$ cat src/rtl/ee3w_pkg.sv
package ee3w_pkg;
    localparam int ADDR_W   = 6;
    localparam int DATA_W   = 16;
    localparam int PAD_BITS = 2;
    localparam logic [2:0] OP_READ = 3'b110;
    localparam int CMD_BITS = PAD_BITS + 3 + ADDR_W;
    // half-period step map of one access
    localparam int ST_CMD0  = 1;
    localparam int ST_GAP   = ST_CMD0 + 2 * CMD_BITS;
    localparam int ST_RD0   = ST_GAP + 1;
    localparam int ST_END   = ST_RD0 + 2 * DATA_W;
    localparam int ST_DESEL = ST_END + 1;
    localparam int STEPS    = ST_DESEL + 1;
    localparam int STEP_W   = $clog2(STEPS);
endpackage

$ cat src/rtl/ee3w_tick.sv
module ee3w_tick #(
    parameter int DIV_W = 8
) (
    input  logic             clk,
    input  logic             rst_n,
    input  logic             en_i,
    input  logic [DIV_W-1:0] half_i,
    output logic             tick_o
);
    logic [DIV_W-1:0] cnt_q, cnt_d;
    logic [DIV_W-1:0] lim;

    always_comb begin
        lim    = (half_i == '0) ? DIV_W'(1) : half_i;
        tick_o = en_i && (cnt_q >= lim - DIV_W'(1));
        if (!en_i || tick_o) cnt_d = '0;
        else                 cnt_d = cnt_q + DIV_W'(1);
    end

    always_ff @(posedge clk or negedge rst_n) begin
        if (!rst_n) cnt_q <= '0;
        else        cnt_q <= cnt_d;
    end

    // with a half period above one cycle, ticks never come back to back
    a_r6_tick_gap: assert property (@(posedge clk) disable iff (!rst_n)
        (tick_o && half_i > DIV_W'(1)) |=> (!tick_o || half_i <= DIV_W'(1)));
endmodule

$ cat src/rtl/ee3w_engine.sv
module ee3w_engine
    import ee3w_pkg::*;
#(
    parameter int DIV_W = 8
) (
    input  logic              clk,
    input  logic              rst_n,
    input  logic              go_i,
    input  logic [ADDR_W-1:0] addr_i,
    input  logic [DIV_W-1:0]  half_i,
    input  logic              ee_do_i,
    output logic              ee_cs_o,
    output logic              ee_sk_o,
    output logic              ee_di_o,
    output logic              done_o,
    output logic [DATA_W-1:0] data_o
);
    typedef struct packed {
        logic                active;
        logic                done;
        logic [STEP_W-1:0]   step;
        logic [CMD_BITS-1:0] frame;
        logic [DATA_W-1:0]   shift;
    } eng_t;

    eng_t r_q, r_d;
    logic tick, in_cmd, in_rd, sk_hi;

    ee3w_tick #(.DIV_W(DIV_W)) u_tick (
        .clk    (clk),
        .rst_n  (rst_n),
        .en_i   (r_q.active),
        .half_i (half_i),
        .tick_o (tick)
    );

    always_comb begin
        in_cmd = r_q.active && (r_q.step >= STEP_W'(ST_CMD0)) && (r_q.step < STEP_W'(ST_GAP));
        in_rd  = r_q.active && (r_q.step >= STEP_W'(ST_RD0))  && (r_q.step < STEP_W'(ST_END));
        // command bits: low half first; read bits: high half first
        sk_hi  = (in_cmd && (r_q.step[0] != 1'(ST_CMD0 % 2)))
              || (in_rd  && (r_q.step[0] == 1'(ST_RD0 % 2)));

        ee_cs_o = r_q.active && (r_q.step != STEP_W'(ST_DESEL));
        ee_sk_o = sk_hi;
        ee_di_o = in_cmd && r_q.frame[CMD_BITS-1];
        done_o  = r_q.done;
        data_o  = r_q.shift;

        r_d      = r_q;
        r_d.done = 1'b0;
        if (!r_q.active) begin
            if (go_i) begin
                r_d.active = 1'b1;
                r_d.step   = '0;
                // zero padding, read opcode, address
                r_d.frame  = {{PAD_BITS{1'b0}}, OP_READ, addr_i};
            end
        end else if (tick) begin
            if (in_cmd && sk_hi) r_d.frame = {r_q.frame[CMD_BITS-2:0], 1'b0};
            // first sample lands in bit 0 after sixteen right shifts
            if (in_rd && sk_hi)  r_d.shift = {ee_do_i, r_q.shift[DATA_W-1:1]};
            if (r_q.step == STEP_W'(ST_DESEL)) begin
                r_d.active = 1'b0;
                r_d.done   = 1'b1;
                r_d.step   = '0;
            end else begin
                r_d.step = r_q.step + STEP_W'(1);
            end
        end
    end

    always_ff @(posedge clk or negedge rst_n) begin
        if (!rst_n) r_q <= '0;
        else        r_q <= r_d;
    end

    a_r4_clock_under_select: assert property (@(posedge clk) disable iff (!rst_n)
        ee_sk_o |-> ee_cs_o);
    a_r3_data_held_on_rise: assert property (@(posedge clk) disable iff (!rst_n)
        $rose(ee_sk_o) |-> $stable(ee_di_o));
    a_r2_select_quiet: assert property (@(posedge clk) disable iff (!rst_n)
        $rose(ee_cs_o) |-> (!ee_sk_o && !ee_di_o));
    a_r5_release_quiet: assert property (@(posedge clk) disable iff (!rst_n)
        $fell(ee_cs_o) |-> (!ee_sk_o && !ee_di_o && !$past(ee_sk_o) && !$past(ee_di_o)));
    a_r7_done_single: assert property (@(posedge clk) disable iff (!rst_n)
        done_o |=> !done_o);
endmodule

$ cat src/rtl/ee3w_reader.sv
module ee3w_reader
    import ee3w_pkg::*;
#(
    parameter int DIV_W     = 8,
    parameter int CFG_WORDS = 12
) (
    input  logic              clk,
    input  logic              rst_n,
    input  logic              start_i,
    input  logic              seq_i,
    input  logic [ADDR_W-1:0] addr_i,
    input  logic [DIV_W-1:0]  half_i,
    output logic              busy_o,
    output logic              done_o,
    output logic              word_valid_o,
    output logic [ADDR_W-1:0] word_addr_o,
    output logic [DATA_W-1:0] data_o,
    output logic              ee_cs_o,
    output logic              ee_sk_o,
    output logic              ee_di_o,
    input  logic              ee_do_i
);
    localparam logic [ADDR_W-1:0] LAST_ADDR = ADDR_W'(CFG_WORDS - 1);

    typedef struct packed {
        logic              run;
        logic              seq;
        logic              done;
        logic [ADDR_W-1:0] addr;
    } ctl_t;

    ctl_t s_q, s_d;
    logic eng_go, eng_done;
    logic [ADDR_W-1:0] eng_addr;

    ee3w_engine #(.DIV_W(DIV_W)) u_engine (
        .clk     (clk),
        .rst_n   (rst_n),
        .go_i    (eng_go),
        .addr_i  (eng_addr),
        .half_i  (half_i),
        .ee_do_i (ee_do_i),
        .ee_cs_o (ee_cs_o),
        .ee_sk_o (ee_sk_o),
        .ee_di_o (ee_di_o),
        .done_o  (eng_done),
        .data_o  (data_o)
    );

    always_comb begin
        busy_o       = s_q.run | s_q.done;
        done_o       = s_q.done;
        word_valid_o = eng_done;
        word_addr_o  = s_q.addr;

        s_d      = s_q;
        s_d.done = 1'b0;
        eng_go   = 1'b0;
        eng_addr = s_q.addr;
        if (!busy_o && start_i) begin
            s_d.run  = 1'b1;
            s_d.seq  = seq_i;
            s_d.addr = seq_i ? '0 : addr_i;
            eng_go   = 1'b1;
            eng_addr = s_d.addr;
        end else if (s_q.run && eng_done) begin
            if (s_q.seq && (s_q.addr != LAST_ADDR)) begin
                s_d.addr = s_q.addr + ADDR_W'(1);
                eng_go   = 1'b1;
                eng_addr = s_d.addr;
            end else begin
                s_d.run  = 1'b0;
                s_d.done = 1'b1;
            end
        end
    end

    always_ff @(posedge clk or negedge rst_n) begin
        if (!rst_n) s_q <= '0;
        else        s_q <= s_d;
    end

    a_r8_idle_after_done: assert property (@(posedge clk) disable iff (!rst_n)
        done_o |=> !busy_o);
    a_r8_addr_held: assert property (@(posedge clk) disable iff (!rst_n)
        (busy_o && !word_valid_o) |=> $stable(word_addr_o));
    a_r9_seq_in_range: assert property (@(posedge clk) disable iff (!rst_n)
        (word_valid_o && s_q.seq) |-> (word_addr_o <= LAST_ADDR));
    a_r9_seq_advance: assert property (@(posedge clk) disable iff (!rst_n)
        (word_valid_o && s_q.seq && word_addr_o != LAST_ADDR)
        |=> (word_addr_o == $past(word_addr_o) + ADDR_W'(1)));
    a_r10_done_after_word: assert property (@(posedge clk) disable iff (!rst_n)
        done_o |-> $past(word_valid_o));
endmodule

$ cat config.mk
export PLATFORM = sky130hd
export DESIGN_NAME = ee3w_reader
export DESIGN_NICKNAME = d
export VERILOG_FILES = /design/src/rtl/ee3w_pkg.sv /design/src/rtl/ee3w_tick.sv /design/src/rtl/ee3w_engine.sv /design/src/rtl/ee3w_reader.sv
export SDC_FILE = /design/constraint.sdc
export NUM_CORES = 1
export LEC_CHECK = 0
export ABC_CLOCK_PERIOD_IN_PS = 5000
export BUFFER_PORTS_ARGS = -buffer_cell sky130_fd_sc_hd__buf_2
export CAP_MARGIN = 40
export CORE_ASPECT_RATIO = 1.5
export CORE_MARGIN = 2
export CORE_UTILIZATION = 25
export CTS_BUF_LIST = sky130_fd_sc_hd__clkbuf_8
export DETAILED_ROUTE_END_ITERATION = 7
export GPL_TIMING_DRIVEN = 0
export PLACE_DENSITY = 0.47
export SKIP_CTS_REPAIR_TIMING = 1
export SLEW_MARGIN = 20
export SYNTH_ARGS = -nofsm -noshare
export SYNTH_HDL_FRONTEND = slang
export SYNTH_SLANG_ARGS = --single-unit
$ cat constraint.sdc
create_clock -name clk -period 5 [get_ports clk]
set_input_delay 1 -clock clk [delete_from_list [all_inputs] [get_ports clk]]
set_output_delay 1 -clock clk [all_outputs]
set_load 0.02 [all_outputs]
* Word-level counts from Yosys, hierarchy flattened
Cells that the tools add are included.
Storage, ports and cells: input port bits 19, output and inout bits 28, bits in registers 52
Cells by class: reduce and logical (&&, ||, !) cells 25, equality and inequality tests 6, mux-type cells 26, bitwise operators 2, add/subtract/negate cells 4, magnitude comparators 5
Operators by type and width (count):
- 6-bit two-way mux | 6
- 35-bit two-way mux | 1
- 17-bit two-way mux | 2
- 16-bit two-way mux | 1
- 8-bit two-way mux | 2
- 1-bit logical AND | 14
- 6-bit by 1-bit adder with 6-bit output, second input constant | 2
- 1-bit two-way mux | 11
- 11-bit two-way mux | 1
- 8-bit by 1-bit adder with 8-bit output, second input constant | 1
- 8-bit >= comparator | 1
- 8-bit logical NOT | 1
- 8-bit by 1-bit subtractor with 8-bit output, second input constant | 1
- 7-bit two-way mux | 1
- 6-bit equality test, second input constant | 1
- 6-bit by 1-bit >= comparator with 1-bit output, second input constant | 1
- 6-bit by 5-bit >= comparator with 1-bit output, second input constant | 1
- 6-bit by 5-bit < comparator with 1-bit output, second input constant | 1
- 6-bit < comparator, second input constant | 1
- 2-bit != test, second input constant | 3
- 6-bit by 4-bit != test with 1-bit output, second input constant | 1
- 6-bit != test, second input constant | 1
- 3-bit AND reduction | 2
- 2-bit AND reduction | 2
- other kinds (6) | 9

* Depth between registers and ports, before layout
word-level depth 9, mapped depth 14, gate-level depth less buffers 13

* Modules after synthesis
A second synthesis with hierarchy kept.
Second synthesis, totals: cells, all modules 297, area total of the unflattened synthesis 3123.0 µm²
Modules (own cells, without submodules):
- ee3w_engine | cells each 162, times used 1, area an instance 1829.3 µm², seq. area each 875.8 µm²
- ee3w_tick | cells each 70, times used 1, area an instance 701.9 µm², seq. area each 200.2 µm²
- ee3w_reader | cells each 65, times used 1, area an instance 591.8 µm², seq. area each 225.2 µm²

* Worst setup path after synthesis
Ideal clock, no wire load.
kind input-to-reg, start point in half_i[3], end point reg u_engine.r_q (netlist bit u_engine.data_o[10]), data arrival time 3.713 ns, library setup time 0.125 ns, stages on the path 13, buffers on the path 1, setup slack 1.162 ns, path through nor4_1 > nand2_1 > nor2_1 > nor2_1 > ha_1 > xnor2_1 > ha_1 > o21ai_1 > a211o_1 > o21a_1 > nor4_4 > buf_6 > mux2_2
On the way: word-level cells in the longest chain between the ends 6
RTL lines:
- start: declaration | RTL line ee3w_reader.sv:12 | input logic [DIV_W-1:0] half_i,
- 8-bit logical NOT | RTL line ee3w_tick.sv:14 | lim = (half_i == '0) ? DIV_W'(1) : half_i;
- 8-bit two-way mux * | RTL line ee3w_tick.sv:14
- 8-bit by 1-bit subtractor with 8-bit output * | RTL line ee3w_tick.sv:15 | tick_o = en_i && (cnt_q >= lim - DIV_W'(1));
- 8-bit >= comparator * | RTL line ee3w_tick.sv:15
- 1-bit logical AND * | RTL line ee3w_tick.sv:15
- 3-bit AND reduction (no source line) *
- end signal: assignment | RTL line ee3w_engine.sv:75 | else r_q <= r_d;
- end: declaration | RTL line ee3w_engine.sv:26 | eng_t r_q, r_d;
Every way passes the cells marked *; elsewhere a longest branch is shown, timed or not. A chain may end at the register's enable or synchronous reset.

* Final worst setup path
start point in half_i[2], end point reg u_engine.r_q (netlist bit u_engine.data_o[11])
The elaborated chain is that of the path after synthesis.

==> flow_metrics.py <==
metrics = {
    "power_and_ir_drop": {
        "pwr_density_cell_nw_per_um2": 384,
        "p_leak_nw": 1.62,
        "peakVddDrop_v": 0.000135,
    },
    "setup_path": {
        "cp-end-kind": "flip-flop",
        "ff2ff_setup_slack_ns": 2.40,
        "cp.required_ns": 5.21,
        "cp_max_fo": 10,
        "crit_path_start": "half_i[2]",
        "r2r_cells": 7,
        "crit_path_start_kind": "input pin",
        "rr_startpoint": "u_engine.u_tick.cnt_q[2]$_DFF_PN0_",
        "cp.arrival_ns": 4.28,
        "reg2reg_to": "u_engine.data_o[11]$_DFFE_PN0P_",
        "critPathKind": "input pin to flip-flop",
        "crit_end": "u_engine.data_o[11]$_DFFE_PN0P_",
    },
    "sta": {
        "fin_crit_ns": 4.07,
        "slew_headroom_pct": 42.3,
        "drv_slew": 0,
        "tightest_slew_ns": 0.858,
        "setup_tns_ns": 0,
        "hold_ws_ns": 0.524,
        "rsz0062_at_grt": "false",
        "clock.fmax_mhz": 246,
        "setup_violations": 0,
        "finalHoldViolations": 0,
        "period_share_pct": 81.4,
        "skew_ns": 0.00718,
    },
    "detailed_routing": {
        "post_drt_via_cell_ratio": 4.64,
        "postRouteWirelength_um": 6430,
        "drcViolationCount": 0,
        "num_vias": 2275,
        "first_pass_iters": 4,
        "dr.first_iter.drc_count": 77,
        "antenna_left": 0,
        "wl_per_cell_um": 13.1,
    },
    "clock_tree": {
        "clock_latency_ns": 0.32,
        "cts_tree": "built",
        "cts_root_buf": "clkbuf_8",
        "path_clk_slew_ns": 0.11,
        "clock_path_buffers": 2,
        "h-tree-depth": 2,
        "clock-sinks": 52,
        "numCtsBuffers": 5,
    },
    "final_layout": {
        "drive_gt1_share_pct": 31.5,
        "nFillCells": 1212,
        "n_antenna_cell": 0,
        "syn_to_final_growth_pct": 17.5,
        "nNetsFinal": 372,
    },
    "yosys": {
        "ys_seq_area_share_pct": 44.3,
        "avgSynthCellArea_um2": 10.3,
        "synth_nets": 319,
        "synth_edf_count": 0,
        "synthFlopType": "dfrtp_1",
        "synthArstFlopShare_pct": 100,
        "synth_seq_cells": 52,
        "syn_inst": 286,
        "ys_warn_count": 0,
        "synthDistinctLibCells": 53,
        "netlist_area_um2": 2930,
    },
    "placement": {
        "io_buffers": 46,
        "gp_congestion": 0.761,
        "hpwl_um": 4780,
    },
    "grt": {
        "grtUsageTotal_pct": 10.7,
        "grt_max_degree": 53,
        "overflow": 0,
        "antenna_found_initial": 0,
        "grt_pass1_vias": 2319,
        "grt_pass1_wl_um": 11000,
    },
    "floorplan": {
        "die_w_um": 92.5,
        "dieArea_um2": 12600,
        "io_pins": 47,
        "start_util_pct": 25.6,
        "die_y_um": 137,
        "coreArea_um2": 11500,
        "num_rows": 48,
    },
    "min_path": {
        "min_path_type": "flip-flop to flip-flop",
    },
    "outcome": {
        "status": "completed",
    },
    "run": {
        "drv_cap": 0,
    },
}
-- cells in the mapped netlist, drive strengths merged (2+ instances only) --
| cell type | n | area share (%) |
|---|---|---|
| dfrtp | 52 | 44 |
| buf | 25 | 6.4 |
| nor2 | 23 | 2.9 |
| nand2 | 18 | 2.3 |
| mux2 | 17 | 6.5 |
| ha | 14 | 6.0 |
| inv | 14 | 1.8 |
| nand3 | 14 | 2.4 |
| o21ai | 12 | 2.0 |
| a21oi | 8 | 1.4 |
| nor4 | 8 | 2.2 |
| xor2 | 8 | 2.4 |
| clkbuf | 5 | 0.64 |
| o211ai | 5 | 1.4 |
| a221o | 4 | 1.4 |
| and3 | 4 | 0.85 |
| nand2b | 4 | 0.85 |
| nor4b | 4 | 1.4 |
| o221a | 4 | 1.5 |
| xnor2 | 4 | 1.2 |
| nor3 | 3 | 0.51 |
| or2 | 3 | 0.64 |
| or4 | 3 | 0.77 |
| a21o | 2 | 0.51 |
| a31oi | 2 | 0.43 |
| a32oi | 2 | 0.60 |
| and2 | 2 | 0.43 |
| nand4 | 2 | 0.43 |
| o21a | 2 | 0.51 |
| o311ai | 2 | 0.60 |
-- metal layers --
layer / vias up / share of wire (%) / GRT usage (%)
met2: 37 / 52 / 19.7
li1: 1122 / - / -
met4: 0 / 1.7 / 3.73
met5: - / 0 / 0
met1: 1111 / 44 / 12.8
met3: 5 / 2.9 / 1.32
-- logic make-up (layout without fill, tap and decap cells) --
group                      after synthesis  count (layout)  synth area share, %
buffers and inverters                   45              99                 8.91
muxes                                   18              18                 6.87
adders and majority gates               14              14                 5.97
xor gates and xnor gates                12              12                 3.58
AOI/OAI and AO/OA                       53              53                 13.6
DFF                                     52              52                 44.3
and+or+nand+nor                         92              92                 16.8
-- metrics by stage --
step	cells	area (um^2)	utilization, %	setup slack [ns]	power, mW
6_report	490	3450	30.1	0.930	1.32
5_1_grt	490	3450	30.1	0.563	1.44
4_1_cts	490	3450	30.1	0.848	1.35
3_5_place_dp	482	3350	29.2	0.515	1.08
3_3_place_gp	482	3350	29.2	0.570	1.08
2_1_floorplan	286	2930	-	1.16	0.945
-- how the worst min path moves through the flow --
| stage | end | slack (ns) | from | cells past startpoint |
|---|---|---|---|---|
| finish | u_engine.data_o[0]$_DFFE_PN0P_ | 0.52 | u_engine.data_o[0]$_DFFE_PN0P_ | 1 |
| global route | u_engine.data_o[0]$_DFFE_PN0P_ | 0.55 | u_engine.data_o[0]$_DFFE_PN0P_ | 1 |
| CTS | u_engine.data_o[0]$_DFFE_PN0P_ | 0.53 | u_engine.data_o[0]$_DFFE_PN0P_ | 1 |
| detailed placement | u_engine.data_o[0]$_DFFE_PN0P_ | 0.51 | u_engine.data_o[0]$_DFFE_PN0P_ | 1 |
| global placement | u_engine.data_o[0]$_DFFE_PN0P_ | 0.49 | u_engine.data_o[0]$_DFFE_PN0P_ | 1 |
| floorplan | u_engine.data_o[0]$_DFFE_PN0P_ | 0.48 | u_engine.data_o[0]$_DFFE_PN0P_ | 1 |
-- final cells by class --
| cell class | count | area (um^2) | share of cell area, % |
|---|---|---|---|
| multi-input cells | 189 | 1370 | 39.8 |
| flip-flops and latches | 52 | 1300 | 37.7 |
| repair buffers | 46 | 233 | 6.75 |
| plain buffers | 30 | 205 | 5.95 |
| well taps | 150 | 188 | 5.44 |
| clock buffers | 5 | 68.8 | 2.00 |
| inverters | 15 | 56.3 | 1.63 |
| clock inverters | 3 | 25.0 | 0.726 |
-- power breakdown --
group	total (mW)	switching, mW	internal (mW)
registers	0.610	0.0952	0.514
logic	0.458	0.253	0.205
clock network	0.258	0.155	0.102
-- critical path, stage by stage --
cell and delay [ns]:
buf_2 0.13, nor4_1 0.35, nand2_1 0.12, nor2_1 0.17
nor2_1 0.09, ha_1 0.23, xnor2_1 0.15, ha_1 0.28
o21ai_1 0.07, a211o_1 0.32, o21a_1 0.27, nor4_4 0.54
buf_6 0.23, mux2_2 0.34
-- flip-flops by register name, summed over array words and instances (netlist names) --
signal / flops
u_engine.r_q: 18
u_engine.data_o: 16
u_engine.u_tick.cnt_q: 8
word_addr_o: 6
s_q: 2
done_o: 1
u_engine.done_o: 1
-- placed cells by master, fill, tap and decap left out, types with 7 or more instances in the layout --
master,Yosys,layout
o21ai_0,9,9
buf_4,22,23
nor2_1,23,23
dfrtp_1,52,52
nand2_1,18,18
buf_2,2,47
nand3_1,14,14
a21oi_1,8,8
xor2_1,8,8
nor4_1,7,7
ha_1,14,14
mux2_2,17,17
inv_1,14,14
No activity file was read; power rests on OpenSTA's default activity.
